==> src/rtl/ivu_pkg.sv <==
package ivu_pkg;
  typedef enum logic [1:0] {PS_IDLE, PS_PUSH, PS_LOAD} push_st_e;

  function automatic int pc_bytes(input int pc_w);
    return (pc_w > 16) ? 3 : 2;
  endfunction
endpackage

==> src/rtl/ivu_pending_set.sv <==
module ivu_pending_set #(
  parameter int NUM_VEC = 16,
  localparam int IW = $clog2(NUM_VEC)
) (
  input  logic               clk,
  input  logic               rst_n,
  input  logic               set_v,
  input  logic [IW-1:0]      set_i,
  input  logic               clr_v,
  input  logic [IW-1:0]      clr_i,
  input  logic               take_v,
  input  logic [IW-1:0]      take_i,
  input  logic               flush,
  output logic [NUM_VEC-1:0] bits
);
  for (genvar g = 0; g < NUM_VEC; g++) begin : g_bit
    logic hit_set, hit_drop;
    assign hit_set  = set_v && (set_i == IW'(g));
    assign hit_drop = (clr_v && (clr_i == IW'(g))) || (take_v && (take_i == IW'(g)));
    always_ff @(posedge clk or negedge rst_n) begin
      if (!rst_n)        bits[g] <= 1'b0;
      else if (flush)    bits[g] <= 1'b0;
      else if (hit_set)  bits[g] <= 1'b1;
      else if (hit_drop) bits[g] <= 1'b0;
    end
  end
endmodule

==> src/rtl/ivu_select.sv <==
module ivu_select #(
  parameter int NUM_VEC = 16,
  parameter int SLEEP_W = 4,
  localparam int IW = $clog2(NUM_VEC)
) (
  input  logic [NUM_VEC-1:0]         req,
  input  logic [NUM_VEC*SLEEP_W-1:0] wake_mask,
  input  logic                       sleeping,
  input  logic [SLEEP_W-1:0]         sleep_mode,
  output logic                       found,
  output logic [IW-1:0]              win
);
  logic [NUM_VEC-1:0] elig;

  for (genvar g = 0; g < NUM_VEC; g++) begin : g_elig
    if (g == 0) begin : g_rst
      assign elig[g] = req[g];
    end else begin : g_mask
      assign elig[g] = req[g] &&
        (!sleeping || |(wake_mask[g*SLEEP_W +: SLEEP_W] & sleep_mode));
    end
  end

  always_comb begin
    found = |elig;
    win   = '0;
    for (int k = NUM_VEC - 1; k >= 0; k--) begin
      if (elig[k]) win = IW'(k);
    end
  end
endmodule

==> src/rtl/ivu_push_seq.sv <==
module ivu_push_seq import ivu_pkg::*; #(
  parameter int PC_W = 16
) (
  input  logic            clk,
  input  logic            rst_n,
  input  logic            start,
  input  logic [PC_W-1:0] ret_pc,
  input  logic [PC_W-1:0] target,
  input  logic            stk_ready,
  output logic            stk_valid,
  output logic [7:0]      stk_data,
  output logic            pc_load,
  output logic [PC_W-1:0] pc_new,
  output logic            busy
);
  localparam int NB = pc_bytes(PC_W);
  localparam int SW = NB * 8;

  push_st_e        st;
  logic [1:0]      cnt;
  logic [SW-1:0]   ret_q;
  logic [PC_W-1:0] tgt_q;

  always_ff @(posedge clk or negedge rst_n) begin
    if (!rst_n) begin
      st    <= PS_IDLE;
      cnt   <= '0;
      ret_q <= '0;
      tgt_q <= '0;
    end else begin
      case (st)
        PS_IDLE: if (start) begin
          st    <= PS_PUSH;
          cnt   <= '0;
          ret_q <= SW'(ret_pc);
          tgt_q <= target;
        end
        PS_PUSH: if (stk_ready) begin
          if (cnt == 2'(NB - 1)) st <= PS_LOAD;
          else cnt <= cnt + 2'd1;
        end
        default: st <= PS_IDLE;
      endcase
    end
  end

  assign stk_valid = (st == PS_PUSH);
  assign stk_data  = ret_q[8*cnt +: 8];
  assign pc_load   = (st == PS_LOAD);
  assign pc_new    = tgt_q;
  assign busy      = (st != PS_IDLE);
endmodule

==> src/rtl/irq_vector_unit.sv <==
module irq_vector_unit #(
  parameter int NUM_VEC    = 16,
  parameter int SLEEP_W    = 4,
  parameter int PC_W       = 16,
  parameter int PROG_WORDS = 4096,
  parameter int VEC_STRIDE = 2
) (
  input  logic                         clk,
  input  logic                         rst_n,
  input  logic                         raise_valid,
  input  logic [$clog2(NUM_VEC)-1:0]   raise_idx,
  input  logic                         clr_valid,
  input  logic [$clog2(NUM_VEC)-1:0]   clr_idx,
  input  logic [NUM_VEC*SLEEP_W-1:0]   wake_mask,
  input  logic                         sleeping,
  input  logic [SLEEP_W-1:0]           sleep_mode,
  input  logic                         gie,
  input  logic                         insn_done,
  input  logic                         insn_was_reti,
  input  logic [PC_W-1:0]              cur_pc,
  input  logic [PC_W-1:0]              vec_base,
  output logic [NUM_VEC-1:0]           pending,
  output logic                         gie_clr,
  output logic                         core_reset,
  output logic                         busy,
  output logic                         stk_valid,
  input  logic                         stk_ready,
  output logic [7:0]                   stk_data,
  output logic                         pc_load,
  output logic [PC_W-1:0]              pc_new
);
  localparam int IW = $clog2(NUM_VEC);

  logic          found, hold_q, check_pt, do_reset, do_start;
  logic [IW-1:0] win;
  logic [PC_W-1:0] target;

  // A reti boundary makes no check; sleep checks wait for the next boundary.
  always_ff @(posedge clk or negedge rst_n) begin
    if (!rst_n)         hold_q <= 1'b0;
    else if (insn_done) hold_q <= insn_was_reti;
  end

  assign check_pt = !busy && (insn_done ? !insn_was_reti : (sleeping && !hold_q));
  assign do_reset = check_pt && found && (win == '0);
  assign do_start = check_pt && found && (win != '0) && gie;
  assign target   = PC_W'((32'(vec_base) + 32'(win) * VEC_STRIDE) % PROG_WORDS);

  ivu_pending_set #(.NUM_VEC(NUM_VEC)) u_set (
    .clk(clk), .rst_n(rst_n),
    .set_v(raise_valid), .set_i(raise_idx),
    .clr_v(clr_valid), .clr_i(clr_idx),
    .take_v(do_start), .take_i(win),
    .flush(do_reset), .bits(pending)
  );

  ivu_select #(.NUM_VEC(NUM_VEC), .SLEEP_W(SLEEP_W)) u_sel (
    .req(pending), .wake_mask(wake_mask), .sleeping(sleeping),
    .sleep_mode(sleep_mode), .found(found), .win(win)
  );

  ivu_push_seq #(.PC_W(PC_W)) u_push (
    .clk(clk), .rst_n(rst_n), .start(do_start), .ret_pc(cur_pc),
    .target(target), .stk_ready(stk_ready), .stk_valid(stk_valid),
    .stk_data(stk_data), .pc_load(pc_load), .pc_new(pc_new), .busy(busy)
  );

  always_ff @(posedge clk or negedge rst_n) begin
    if (!rst_n) begin
      gie_clr    <= 1'b0;
      core_reset <= 1'b0;
    end else begin
      gie_clr    <= do_start;
      core_reset <= do_reset;
    end
  end
endmodule

==> config.mk <==
export PLATFORM = sky130hd
export DESIGN_NAME = irq_vector_unit
export DESIGN_NICKNAME = d
export VERILOG_FILES = /design/src/rtl/ivu_pkg.sv /design/src/rtl/ivu_pending_set.sv /design/src/rtl/ivu_select.sv /design/src/rtl/ivu_push_seq.sv /design/src/rtl/irq_vector_unit.sv
export SDC_FILE = /design/constraint.sdc
export NUM_CORES = 1
export LEC_CHECK = 0
export BUFFER_PORTS_ARGS = -buffer_cell sky130_fd_sc_hd__buf_2
export CAP_MARGIN = 15
export CELL_PAD_IN_SITES_DETAIL_PLACEMENT = 1
export CELL_PAD_IN_SITES_GLOBAL_PLACEMENT = 1
export CORE_MARGIN = 5
export CORE_UTILIZATION = 36
export DETAILED_ROUTE_END_ITERATION = 7
export MAX_ROUTING_LAYER = met4
export PLACE_DENSITY = 0.92
export RECOVER_POWER = 100
export SLEW_MARGIN = 40
export SYNTH_ARGS = -nofsm -noshare
export SYNTH_HDL_FRONTEND = slang
export SYNTH_SLANG_ARGS = --single-unit
==> constraint.sdc <==
create_clock -name clk -period 7.2 [get_ports clk]
set_input_delay 1.08 -clock clk [delete_from_list [all_inputs] [get_ports clk]]
set_output_delay 1.08 -clock clk [all_outputs]
set_load 0.005 [all_outputs]
==> results.toml <==
[global_route]
gr-total-overflow = 0
first_global_vias = 3709
globalRouteTotalUtil_pct = 20.52
grt_max_degree = 52
grt_pass1_wl_mm = 18.77
antenna_found_initial = 0

[route]
drt-pass1-iter-count = 4
avgViaCountPerCell = 5.439
drt_iter0_markers = 204
vias = 3492
antenna_left = 0
drt-total-wl_mm = 11.70
wl_per_cell_um = 18.22
route.detailed.drc = 0

[synth]
synth_seq_area_share_pct = 37.34
synth_ff_type = "dfrtp_1"
synthArstFlopShare_pct = 100.0
yosysWarnings = 0
synth-seq-cells = 51
synth_cell_types = 59
synth_top_area_cell = "dfrtp_1"
syn_area_um2 = 3418
synth-edff-count = 0
synth_top_area_share_pct = 37.34
syn_inst = 372
avgSynthCellArea_um2 = 9.189
ys_top_cells_by_area = "dfrtp_1 (37%), mux2_4 (7.0%), nand2_1 (4.8%)"

[worst_setup_path]
r2r_slack_ns = 3.18
r2r_cells = 15
crit_slowest_cell = "o32ai_1"
slowest_delay_ns = 0.71
rr_endpoint = "u_push.pc_new[9]"
crit_arrival_ns = 5.28
cpLargestDelayFamily = "compound AO/OA/AOI/OAI gates"
critPathMaxFanout = 15
timing_worst_setup_path_type = "in2reg"
crit_chain = "clkbuf_1, a222oi_1, a31oi_1, a211oi_1, o31a_1, o32ai_1, ha_1, inv_1, fa_1, nor2b_1, o21ai_0, nand2b_1, and2_0, nand4_1, xor2_1, a21oi_1"
cp-start-kind = "primary input"
path_buf_inv = 2
critical_path.startpoint = "sleep_mode[0]"
endpoint_kind = "register"
rr_startpoint = "u_set.bits[11]"
cp.required_ns = 7.33

[timing]
fin_crit_ns = 5.158
setup_ws_ns = 2.042
skew_ns = 0.01264
hold_violations = 0
grt_setup_unrepaired = "false"
setup_viol = 0
fmax_mhz = 193.9
worst_hold_slack_ns = 0.4960
tightest_slew_ns = 2.762
finalSetupTns_ns = 0
min_period_over_period_pct = 71.64
relSlewSlack_pct = -84.12
report.final.slew_viol_count = 88

[power_and_ir_drop]
p_sw_uw = 659.1
clockPowerShare_pct = 13.3
p_comb_share_pct = 52.3
powerDensity_nw_per_um2 = 364.8
p_sw_share_pct = 42.83
p_seq_share_pct = 34.3
ir_worst_vdd_mv = 0.1753
p_total_mw = 1.539
p_int_uw = 879.7
leakagePower_nw = 1.943

[worst_hold_path]
hold-path-cell-count = 1
hold_class = "reg2reg"
min-delay-start = "u_push.ret_q[2]"
holdPathEnd = "u_push.ret_q[2]"

[floorplanning]
io_pins = 162
die_area_um2 = 11540
initial_core_util_pct = 36.99
die_w_um = 107.4
fp.dieH_um = 107.4
core_um2 = 9240
fp-row-count = 35

[clock_network]
clk_path_buf_depth = 2
clock_latency_ns = 0.30
root_buffer = "clkbuf_8"
cts_hold_buf = 0
cts.clk_slew.worst_paths_ns = 0.10
ctsHtreeMaxLevel = 2
cts_tree = "yes"
cts_made_buffers = 5
cts_resized = 0
cts_setup_buffers = 0
cts.sinks = 51

[job]
drv_cap = 2

[cells_and_area]
instances_no_fill = 642
layout_commonest_cell = "buf_2"
antennaDiodeCount = 0
syn2layout_area_growth_pct = 23.39
nNetsFinal = 635
utilization_pct = 45.65
final_cell_mix = "buf_2 (116), dfrtp_1 (51), nand2_1 (44)"
fin_area_um2 = 4218
nFillCells = 1165
post_route_cells_drive_above_1_share_pct = 25.73

[place]
post_dp_cell_area_um2 = 4220
place_congestion = 0.8420
dp_cells = 634
hpwlAfterDp_mm = 9.618
place.port_buffers = 149
dpl_worst_slack_ns = 2.374

[status]
violations = "max-capacitance violations, max-slew violations"
outcome = "finished, violations left"
-- synthesized netlist by cell type, drive strengths merged, types with 7 or more instances --
| library cell | n |
|---|---|
| nand2 | 44 |
| nor2 | 34 |
| a31oi | 16 |
| dfrtp | 51 |
| nand3 | 7 |
| a21o | 8 |
| buf | 12 |
| nor3 | 10 |
| clkbuf | 8 |
| a222oi | 12 |
| mux2i | 9 |
| nor2b | 11 |
| o21ai | 13 |
| mux2 | 22 |
| inv | 23 |
| a21oi | 21 |
-- state kept, by name (all words and copies together), names as in the netlist --
register / count
u_set.bits: 16
gie_clr: 1
core_reset: 1
u_push.cnt: 2
hold_q: 1
u_push.st: 2
u_push.pc_new: 12
u_push.ret_q: 16
-- final cells by class --
type,count,area (um^2),share of cell area (%)
Multi-Input combinational cell,281,1869,44.32
Sequential cell,51,1276,30.26
Timing Repair Buffer,150,709.4,16.82
Tap cell,129,161.4,3.827
Inverter,23,86.33,2.047
Clock buffer,5,68.82,1.632
Clock inverter,3,46.29,1.098
-- logic make-up (layout without fill, tap and decap cells) --
logic type,Yosys count,after routing,share of synthesized area [%]
DFF,51,51,37.34
buffers and inverters,43,181,6.369
xor gates and xnor gates,8,8,2.050
AOI/OAI and AO/OA,104,104,21.85
other,1,4,0.1097
and+or+nand+nor,128,128,18.23
muxes,31,31,11.64
adders and majority gates,6,6,2.416
-- worst max path at each step --
stage / slack (ns) / cells after the start / endpoint
2_1_floorplan: 3.22 / 16 / u_push.pc_new[9]
3_3_place_gp: 2.58 / 16 / u_push.pc_new[9]
3_5_place_dp: 2.37 / 16 / u_push.pc_new[9]
4_1_cts: 2.70 / 16 / u_push.pc_new[9]
5_1_grt: 1.70 / 16 / u_push.pc_new[9]
6_report: 2.04 / 16 / u_push.pc_new[9]
-- layer usage --
metal | vias to the layer above | routed length (um) | global-route usage (%)
li1 | 1627 | - | -
met1 | 1673 | 4552 | 22.97
met2 | 172 | 5821 | 36.82
met3 | 20 | 1059 | 4.199
met4 | 0 | 265 | 6.222
met5 | - | 0 | -
-- power by group through the flow --
| stage | Sequential (mW) | Combinational (mW) | Clock (mW) |
|---|---|---|---|
| 3_5_place_dp | 0.533 | 0.880 | 0 |
| 2_1_floorplan | 0.497 | 0.588 | 0 |
| 4_1_cts | 0.530 | 0.883 | 0.212 |
| 5_1_grt | 0.546 | 0.903 | 0.227 |
| 3_3_place_gp | 0.524 | 0.829 | 0 |
| 6_report | 0.528 | 0.805 | 0.205 |
No activity file was read; power rests on OpenSTA's default activity.
